**config.mk**
```make
export PLATFORM = sky130hd
export DESIGN_NAME = irq_chain_unit
export DESIGN_NICKNAME = d
export VERILOG_FILES = /design/src/rtl/irq_chain_pkg.sv /design/src/rtl/irq_prio_enc.sv /design/src/rtl/irq_ack_sampler.sv /design/src/rtl/irq_chain_unit.sv
export SDC_FILE = /design/constraint.sdc
export NUM_CORES = 1
export LEC_CHECK = 0
export CAP_MARGIN = 20
export CORE_MARGIN = 4
export CORE_UTILIZATION = 32
export DETAILED_ROUTE_END_ITERATION = 10
export GPL_TIMING_DRIVEN = 0
export PLACE_DENSITY_LB_ADDON = 0.2
export SYNTH_ARGS = -nofsm -noshare
export SYNTH_HDL_FRONTEND = slang
export SYNTH_SLANG_ARGS = --single-unit
```
**constraint.sdc**
```tcl
create_clock -name clk -period 2.5 [get_ports clk]
set_input_delay 0.25 -clock clk [delete_from_list [all_inputs] [get_ports clk]]
set_output_delay 0.25 -clock clk [all_outputs]
set_load 0.01 [all_outputs]
```
**src/rtl/irq_chain_pkg.sv**
```systemverilog
package irq_chain_pkg;
    localparam int VEC_W = 8;

    typedef struct packed {
        logic             ius;   // under service
        logic             snap;  // request captured at acknowledge start
        logic [VEC_W-1:0] vec;   // vector latched at acknowledge start
        logic [VEC_W-1:0] vreg;  // programmed vector register
    } chain_state_t;
endpackage

```
**src/rtl/irq_prio_enc.sv**
```systemverilog
module irq_prio_enc #(
    parameter int N  = 4,
    parameter int IW = $clog2(N)
) (
    input  logic [N-1:0]  req_i,
    output logic          valid_o,
    output logic [IW-1:0] idx_o
);
    logic [N:0]   seen;
    logic [N-1:0] gnt;

    assign seen[0] = 1'b0;
    for (genvar i = 0; i < N; i++) begin : g_stage
        assign seen[i+1] = seen[i] | req_i[i];
        assign gnt[i]    = req_i[i] & ~seen[i];
    end

    always_comb begin
        idx_o = '0;
        for (int k = 0; k < N; k++) begin
            if (gnt[k]) idx_o = idx_o | IW'(k);
        end
    end

    assign valid_o = seen[N];
endmodule

```
**src/rtl/irq_ack_sampler.sv**
```systemverilog
module irq_ack_sampler (
    input  logic clk,
    input  logic rst_n,
    input  logic ack_n_i,
    output logic ack_q_o,
    output logic ack_start_o,
    output logic ack_next_o
);
    logic ack_d, ack_q;

    always_comb begin
        ack_d = ~ack_n_i;
    end

    always_ff @(posedge clk or negedge rst_n) begin
        if (!rst_n) ack_q <= 1'b0;
        else        ack_q <= ack_d;
    end

    assign ack_q_o     = ack_q;
    assign ack_next_o  = ack_d;
    assign ack_start_o = ack_d & ~ack_q;
endmodule

```
**src/rtl/irq_chain_unit.sv**
```systemverilog
module irq_chain_unit
    import irq_chain_pkg::*;
#(
    parameter int NUM_SRC = 4,
    localparam int IW     = $clog2(NUM_SRC)
) (
    input  logic               clk,
    input  logic               rst_n,
    input  logic [NUM_SRC-1:0] src_pend_i,
    input  logic [NUM_SRC-1:0] src_en_i,
    input  logic               vec_wr_i,
    input  logic [VEC_W-1:0]   vec_wdata_i,
    input  logic               rst_ius_i,
    input  logic               chain_in_i,
    input  logic               ack_n_i,
    input  logic               rd_n_i,
    output logic               irq_n_o,
    output logic               chain_out_o,
    output logic               dbus_oe_o,
    output logic [VEC_W-1:0]   dbus_o
);
    chain_state_t s_d, s_q;

    logic [NUM_SRC-1:0] req_vec;
    logic               enc_valid;
    logic [IW-1:0]      enc_idx;
    logic               ack_q, ack_start, ack_next;
    logic               grant;

    assign req_vec = src_pend_i & src_en_i;

    irq_prio_enc #(.N(NUM_SRC), .IW(IW)) u_enc (
        .req_i   (req_vec),
        .valid_o (enc_valid),
        .idx_o   (enc_idx)
    );

    irq_ack_sampler u_ack (
        .clk         (clk),
        .rst_n       (rst_n),
        .ack_n_i     (ack_n_i),
        .ack_q_o     (ack_q),
        .ack_start_o (ack_start),
        .ack_next_o  (ack_next)
    );

    always_comb begin
        s_d   = s_q;
        grant = ack_q & ~rd_n_i & chain_in_i & s_q.snap;

        if (vec_wr_i) s_d.vreg = vec_wdata_i;

        if (ack_start) begin
            s_d.snap = enc_valid & ~s_q.ius;
            s_d.vec  = {s_q.vreg[VEC_W-1:IW], enc_idx};
        end else if (!ack_next) begin
            s_d.snap = 1'b0;
        end

        s_d.ius = (s_q.ius & ~rst_ius_i) | grant;
    end

    always_ff @(posedge clk or negedge rst_n) begin
        if (!rst_n) s_q <= '0;
        else        s_q <= s_d;
    end

    assign irq_n_o     = ~(enc_valid & ~s_q.ius);
    assign chain_out_o = chain_in_i & ~s_q.ius & ~(ack_q & s_q.snap);
    assign dbus_oe_o   = grant;
    assign dbus_o      = grant ? s_q.vec : '0;


    ius_releases_irq_chk: assert property (@(posedge clk) disable iff (!rst_n)
        s_q.ius |-> irq_n_o);


    ius_blocks_chain_chk: assert property (@(posedge clk) disable iff (!rst_n)
        s_q.ius |-> !chain_out_o);


    chain_frozen_chk: assert property (@(posedge clk) disable iff (!rst_n)
        (ack_q && $past(ack_q) && $stable(chain_in_i) && !$past(rst_ius_i))
        |-> $stable(chain_out_o));


    vector_blocks_chain_chk: assert property (@(posedge clk) disable iff (!rst_n)
        dbus_oe_o |-> !chain_out_o);


    service_release_chk: assert property (@(posedge clk) disable iff (!rst_n)
        dbus_oe_o |=> irq_n_o);


    winner_highest_chk: assert property (@(posedge clk) disable iff (!rst_n)
        enc_valid |-> ((req_vec & ((NUM_SRC'(1) << enc_idx) - NUM_SRC'(1))) == '0));
endmodule

```
* Word-level counts from Yosys, hierarchy flattened *
Cells that the tools add are included.

storage, ports and cells
  register bits = 19
  input bits = 23
  output and inout port bits = 11
  word-level logic and storage cells = 39

operators by class
  multiplexer cells = 6
  bitwise logic cells = 27
  reduce and logical (&&, ||, !) cells = 1

operator list
  operator           number
  $and 1x1->1        12
  $not 1->1          10
  $mux 8             1
  $and 4x4->4        1
  $mux 2             2
  $or 1x1->1         4
  $mux 1             3
  $reduce_bool 2->1  1

* Depth between registers and ports, before layout *
Gate-level depths: netlist of run 1.

  depth in word-level cells = 6
  gate-level depth with buffers = 3
  gate-level depth less buffers = 3

* Modules after synthesis *
Synthesis of run 1 repeated with hierarchy kept, for this count alone.

unflattened totals
  cell total of the unflattened synthesis = 63
  area total of the unflattened synthesis = 810.8 µm²

modules (own cells, without submodules)
  module           times used  cells each  area each (µm²)  sequential area each (µm²)
  irq_chain_unit   1           53          743.2            400.4
  irq_prio_enc     1           7           35.0             0.0
  irq_ack_sampler  1           3           32.5             25.0

* Worst setup path before layout of run 1 *
OpenSTA, ideal clock, no wires.

  path kind = register to output
  from = register u_ack.ack_q (netlist: u_ack.ack_q_o)
  to = output port dbus_o[0]
  arrival time = 1.020 ns
  required time = 2.250 ns
  path slack = 1.230 ns
  stages on the path, launching flop included = 4
  path buffers = 0
  cell sequence = dfrtp_1 -> nand2_2 -> nor3b_4 -> and2_1

on the way
  longest elaborated chain between the ends = 4

ends and longest elaborated chain
  what                      RTL line               source
  from (decl)               irq_ack_sampler.sv:9   logic ack_d, ack_q;
  from (signal assigned)    irq_ack_sampler.sv:17  else ack_q <= ack_d;
  $and 1x1->1 (3 in a row)  irq_chain_unit.sv:49   grant = ack_q & ~rd_n_i & chain_in_i & s_q.snap;
  named net dbus_oe_o       irq_chain_unit.sv:19   output logic dbus_oe_o,
  $mux 8                    irq_chain_unit.sv:71   assign dbus_o = grant ? s_q.vec : '0;
  to (decl)                 irq_chain_unit.sv:20   output logic [VEC_W-1:0] dbus_o

The timed path passes the listed nets, and every way through them passes these cells.

* Worst setup path after layout of run 1 *
  from = register u_ack.ack_q (netlist: u_ack.ack_q_o)
  to = output port dbus_o[6]

on the way
  longest elaborated chain between the ends = 4

ends and longest elaborated chain
  what                      RTL line
  $and 1x1->1 (3 in a row)  irq_chain_unit.sv:49
  $mux 8                    irq_chain_unit.sv:71

Every way passes these cells.

==> results of run 1 <==
synthesized netlist by cell type:
cell	n
a21oi_1	1
nand2_1	4
clkbuf_1	1
a21o_1	1
nor2_2	1
a32oi_1	1
nor3b_4	1
inv_1	2
o21ai_0	3
a21o_2	1
a22oi_1	2
and2_1	8
nand3b_1	1
and3b_2	1
mux2_2	12
dfrtp_1	17
a211o_1	1
nand2_2	1
state kept, by name, indices dropped and copies added, names as in the netlist:
register / count
u_ack.ack_q_o: 1
s_q: 16
layout by cell type (no fill, tap or decap), types with 2 or more instances in the layout:
master           count
inv_1                2
a22oi_1              2
clkbuf_1             2
mux2_2              12
clkbuf_4             3
o21ai_0              3
dfrtp_1             17
and2_1               8
nand2_1              4
clkdlybuf4s50_1     30
layout make-up:
type                       instances  area (sq um)  share of cell area
buffer                             1          3.75             0.00336
clock buffer                       4          26.3              0.0235
inverter                           2          7.51             0.00673
multi-input combinational         39           318               0.285
sequential                        17           425               0.381
tap                               28          35.0              0.0314
timing repair buffer              30           300               0.269
worst max path at each step:
stage                            startpoint   endpoint  slack [ns]  cells after the start
finish              u_ack.ack_q_o$_DFF_PN0_  dbus_o[6]        0.32                      4
global route        u_ack.ack_q_o$_DFF_PN0_  dbus_o[6]        0.16                      4
floorplan           u_ack.ack_q_o$_DFF_PN0_  dbus_o[0]        1.23                      3
global placement                 chain_in_i  dbus_o[6]        0.38                      4
CTS                 u_ack.ack_q_o$_DFF_PN0_  dbus_o[6]        0.26                      4
detailed placement               chain_in_i  dbus_o[6]        0.39                      4
metal layers:
metal | global-route usage | wire [um] | vias to the layer above
met1 | 0.135 | 687 | 270
met2 | 0.175 | 663 | 23
met4 | 0.0610 | 16 | 0
met5 | 0 | 0 | -
met3 | 0.0299 | 147 | 2
li1 | - | - | 279
logic make-up after synthesis:
kind of cell / Yosys count
AO/OA/AOI/OAI: 10
buffers and inverters: 3
flip-flops: 17
multiplexers: 12
AND/OR/NAND/NOR: 17
power breakdown:
part	internal, mW	switching [mW]
Combinational	0.0684	0.0347
Clock	0.0618	0.0775
Sequential	0.310	0.0157
Total	0.440	0.128
worst register-to-register path, stage by stage (launching register included):
cell,delay (ns)
dfrtp_1,0.44
nor2_2,0.37
mux2_2,0.38
metrics by stage:
stage / instances / instance area, sq um / setup WS, ns / utilization / hold WS, ns
detailed placement: 117 / 1090 / 0.393 / 0.488 / 0.489
floorplan: 59 / 754 / 1.23 / - / -0.0456
global placement: 117 / 1090 / 0.385 / 0.488 / 0.475
finish: 121 / 1120 / 0.320 / 0.500 / 0.405
CTS: 121 / 1120 / 0.261 / 0.500 / 0.428
global route: 121 / 1120 / 0.156 / 0.500 / 0.458
==> qor.csv, run 1 <==
stage,metric,value,unit
sta,"Slew Viols, Final",0,
setup_path,crit path DAT,1.93,ns
sta,Final Hold Fails,0,
finish,Final #Nets,117,
grt,largest net degree at the start of global routing,18,
clock_network,CTS tree,built,
setup_path,slowest CP cell,clkdlybuf4s50_1,
setup_path,r2r setup slk,1.21,ns
yosys,post-synthesis xor/xnor area fraction,0,
sta,Setup Viol. Count Final,0,
route,initial DRC count,5,
placed_design,Final HPWL DP,1180,um
finish,Antenna Cells,0,
yosys,Compound-Gate Fraction of Synth Area,0.0912,
run,# Max-Cap Violations,0,
yosys,largest family of logic cells by synthesized area,multiplexers,
clock_network,clk slew on worst S/H paths,0.09,ns
yosys,post-synthesis adder-cell area fraction,0,
setup_path,"Req. time, crit path",2.25,ns
clock_network,H-tree levels,1,
clock_network,clock buffer count from CTS,3,
power_and_ir_drop,maximum VDD drop,0.000351,V
route,routed length per instance,12.5,um
setup_path,R2R cell count,2,
sta,Peak Freq,459,MHz
yosys,syn_nets,82,
yosys,Cell variety after synth,18,
floorplanning,initial core utilization,0.338,
setup_path,r2r startpoint,u_ack.ack_q_o$_DFF_PN0_,
finish,Fill cells,230,
yosys,Synthesis Warnings,0,
route,Antenna Violating Nets Remaining,0,
outcome,outcome,"finished, final reports clean",
grt,initial antenna violation count,0,
finish,area grow syn2layout,47.9,%
floorplanning,core area,2230,sq um
sta,fin crit share,0.872,
setup_path,crit end category,output pin,
setup_path,CP startpoint kind,flip-flop,
clock_network,cts repair resizes,0,
sta,RSZ-0062 raised after global routing,no,
yosys,post-synthesis mux area share,0.179,
power_and_ir_drop,pwr dens,509,nW/um^2
grt,gr usage total,0.111,
setup_path,Worst R2R End,s_q[15]$_DFFE_PN0N_,
route,Vias/cell,4.74,
grt,vias in the first global route,639,
placed_design,gpl congestion,0.820,
floorplanning,total die area,3200,sq um
sta,Slew @ Worst Pin,0.742,ns
clock_network,Max Buffers Root-to-Sink,2,
grt,first-pass GRT wire length,2780,um
clock_network,CTS root buf,clkbuf_4,
floorplanning,FP Rows,17,
placed_design,port bufs,30,
sta,Final min period,2.18,ns
yosys,Synth area leaders,"dfrtp_1 56%, mux2_2 18%, and2_1 6.6%, nor3b_4 2.5%, o21ai_0 2.0%",
finish,layout cells sized above 1,0.215,
setup_path,worst setup path category,reg2out,
yosys,Avg Inst Size Synth,12.8,sq um
floorplanning,die width,56.6,um
yosys,simple-gate share of the synthesized area,0.151,
route,total number of vias,574,
route,DRC,0,
yosys,post-synth top area share,0.564,
sta,TNS Setup,0,ns
yosys,cells after synthesis,59,
floorplanning,Vert. Die Dim,56.6,um
sta,Worst Clk Skew,0.00348,ns
yosys,largest area contributor in the netlist,dfrtp_1,
yosys,Synth Cell Area,754,sq um
sta,Slew Limit Headroom,0.504,
setup_path,CP peak stage delay,0.53,ns
route,drt first pass iters,3,
setup_path,crit-path cells,"nand2_2, nor3b_4, and2_1, clkdlybuf4s50_1",
clock_network,Skew-Pair Late Insertion Delay,0.28,ns
clock_network,Hold Buf Count CTS,0,
worst_hold_path,worst hold-check path type,in2async,
power_and_ir_drop,power consumption,0.568,mW
yosys,Seq cells post-synth,17,
setup_path,crit path buf inv count,1,
power_and_ir_drop,P_leak,0.476,nW
setup_path,crit-path max FO,10,
floorplanning,IO Count,34,
clock_network,post-CTS setup buffer count,0,
setup_path,cell family with most CP delay,simple AND/OR/NAND/NOR gates,
clock_network,Sink Count,17,
grt,Congestion Overflow GR,0,
yosys,sequential area share after synthesis,0.564,
route,Routed WL,1520,um
No activity file was read; power rests on OpenSTA's default activity.
==> run 2, diff against run 1 <==
--- a/config.mk
+++ b/config.mk
@@ -10,7 +10,7 @@
 export CORE_UTILIZATION = 32
 export DETAILED_ROUTE_END_ITERATION = 10
 export GPL_TIMING_DRIVEN = 0
-export PLACE_DENSITY_LB_ADDON = 0.2
+export PLACE_DENSITY = 0.76
 export SYNTH_ARGS = -nofsm -noshare
 export SYNTH_HDL_FRONTEND = slang
 export SYNTH_SLANG_ARGS = --single-unit
==> run 2 against run 1 <==
- total power is 0.80% higher
- routed wire length is 5.9% higher
- worst hold slack hardly changed
- largest power group unchanged
- critical path depth stayed put
- highest routed layer is now met3
- cell count stayed put
- register-to-register slack hardly changed
- setup slack worse by 0.0058 ns
- first-iteration DRC count is 40% lower
- combinational power hardly changed
- sequential power hardly changed
==> qor.csv, run 2 (synthesized netlist as in run 1, its figures left out) <==
stage,metric,value,unit,change
placed_design,port bufs,30,,unchanged
placed_design,post-placement cell count,117,,unchanged
route,total number of vias,564,,-1.7%
grt,gr usage total,0.0990,,-0.0115
sta,fin crit share,0.874,,+0.00231
setup_path,r2r startpoint,u_ack.ack_q_o$_DFF_PN0_,,
finish,Largest Register,s_q,,
setup_path,CP startpoint kind,flip-flop,,
clock_network,Skew-Pair Late Insertion Delay,0.28,ns,about the same
setup_path,crit end category,output pin,,
power_and_ir_drop,maximum VDD drop,0.000344,V,-2.0%
clock_network,clk slew on worst S/H paths,0.10,ns,about the same
finish,"non-filler cells, final",121,,unchanged
route,DRC,0,,unchanged
floorplanning,Vert. Die Dim,56.6,um,unchanged
route,initial DRC count,3,,-2
clock_network,post-CTS setup buffer count,0,,unchanged
run,# Max-Cap Violations,0,,unchanged
setup_path,CP peak stage delay,0.53,ns,about the same
sta,TNS Setup,0,ns,unchanged
setup_path,cell family with most CP delay,simple AND/OR/NAND/NOR gates,,
route,routed length per instance,13.3,um,+5.9%
route,Routed WL,1610,um,+5.9%
floorplanning,core area,2230,sq um,unchanged
clock_network,Sink Count,17,,unchanged
placed_design,Final HPWL DP,1310,um,+11%
grt,first-pass GRT wire length,2500,um,-9.9%
outcome,outcome,"finished, final reports clean",,
sta,Slew @ Worst Pin,0.757,ns,+0.0149 ns
clock_network,cts repair resizes,0,,unchanged
setup_path,crit path buf inv count,1,,unchanged
setup_path,crit-path max FO,10,,unchanged
clock_network,H-tree levels,1,,unchanged
setup_path,R2R cell count,2,,unchanged
power_and_ir_drop,P_leak,0.479,nW,+0.57%
route,Antenna Violating Nets Remaining,0,,unchanged
finish,area grow syn2layout,48.1,%,
setup_path,number of stages on the worst setup path,4,,unchanged
grt,initial antenna violation count,0,,unchanged
setup_path,slowest CP cell,clkdlybuf4s50_1,,
route,drt first pass iters,3,,unchanged
clock_network,CTS root buf,clkbuf_4,,
finish,"commonest non-fill, non-tap cell in the layout",clkdlybuf4s50_1,,
sta,Setup Viol. Count Final,0,,unchanged
sta,Final min period,2.19,ns,+0.00577 ns
placed_design,gpl congestion,0.667,,-19%
clock_network,clock buffer count from CTS,3,,unchanged
sta,Worst Clk Skew,0.00579,ns,+0.00231 ns
sta,"Slew Viols, Final",0,,unchanged
floorplanning,die width,56.6,um,unchanged
setup_path,"Req. time, crit path",2.25,ns,about the same
finish,Antenna Cells,0,,unchanged
sta,Final Hold Fails,0,,unchanged
clock_network,Hold Buf Count CTS,0,,unchanged
grt,largest net degree at the start of global routing,18,,unchanged
worst_hold_path,worst hold-check path type,in2async,,
floorplanning,total die area,3200,sq um,unchanged
sta,Peak Freq,457,MHz,-0.26%
floorplanning,IO Count,34,,unchanged
route,Vias/cell,4.66,,-1.7%
setup_path,worst setup path category,reg2out,,
setup_path,crit-path cells,"nand2_2, nor3b_4, and2_1, clkdlybuf4s50_1",,
finish,"commonest cells after routing, fill and taps aside","30 x clkdlybuf4s50_1, 17 x dfrtp_1, 12 x mux2_2, 8 x and2_1, 4 x nand2_1",,
grt,vias in the first global route,606,,-5.2%
sta,RSZ-0062 raised after global routing,no,,
finish,max reg flops,16,,unchanged
sta,Slew Limit Headroom,0.494,,-0.00996
finish,Final #Nets,117,,unchanged
finish,Fill cells,201,,-13%
setup_path,worst setup path startpoint,u_ack.ack_q_o$_DFF_PN0_,,
finish,Final Core Density,0.500,,+0.000560
finish,layout cells sized above 1,0.226,,+0.0108
setup_path,crit path DAT,1.94,ns,about the same
power_and_ir_drop,pwr dens,512,nW/um^2,+0.69%
clock_network,Max Buffers Root-to-Sink,2,,unchanged
floorplanning,FP Rows,17,,unchanged
grt,Congestion Overflow GR,0,,unchanged
floorplanning,initial core utilization,0.338,,unchanged
clock_network,CTS tree,built,,
-- run 2: area by class of cell --
class	count	area [sq um]	area share
inverters	2	7.51	0.00672
clock inverters	1	5.00	0.00448
well taps	28	35.0	0.0314
plain buffers	1	3.75	0.00336
clock buffers	3	22.5	0.0202
repair buffers	30	300	0.269
multi-input cells	39	318	0.284
flip-flops and latches	17	425	0.381
-- run 2: path summary, 6_finish.rpt --
check | end | slack (ns)
min in group clk | s_q[7]$_DFFE_PN0P_ | 0.42
worst max-delay path | dbus_o[7] | 0.31
worst min register to register | s_q[9]$_DFFE_PN0N_ | 0.50
worst max register to register | s_q[14]$_DFFE_PN0N_ | 1.22
worst min-delay path | s_q[16]$_DFFE_PN0P_ | 0.41
max in group asynchronous | s_q[9]$_DFFE_PN0N_ | 1.62
-- run 2: metal layers --
metal / track usage / up-vias / wire (um)
li1: - / 275 / -
met1: 0.106 / 270 / 632
met2: 0.182 / 19 / 847
met3: 0.0391 / 0 / 125
met4: 0.0203 / 0 / 0
met5: 0 / - / 0
-- run 2: per-stage QoR --
stage | hold WS, ns | setup WS (ns) | area (sq um) | power (mW)
floorplan | -0.0456 | 1.23 | 754 | 0.378
global placement | 0.481 | 0.431 | 1090 | 0.432
detailed placement | 0.483 | 0.411 | 1090 | 0.440
CTS | 0.411 | 0.279 | 1120 | 0.583
global route | 0.418 | 0.186 | 1120 | 0.606
finish | 0.405 | 0.314 | 1120 | 0.572
-- run 2: power by group --
group          internal (mW)  switching, mW  total (mW)
clock                 0.0593         0.0818       0.141
combinational         0.0685         0.0356       0.104
sequential             0.310         0.0174       0.327
total                  0.438          0.135       0.572
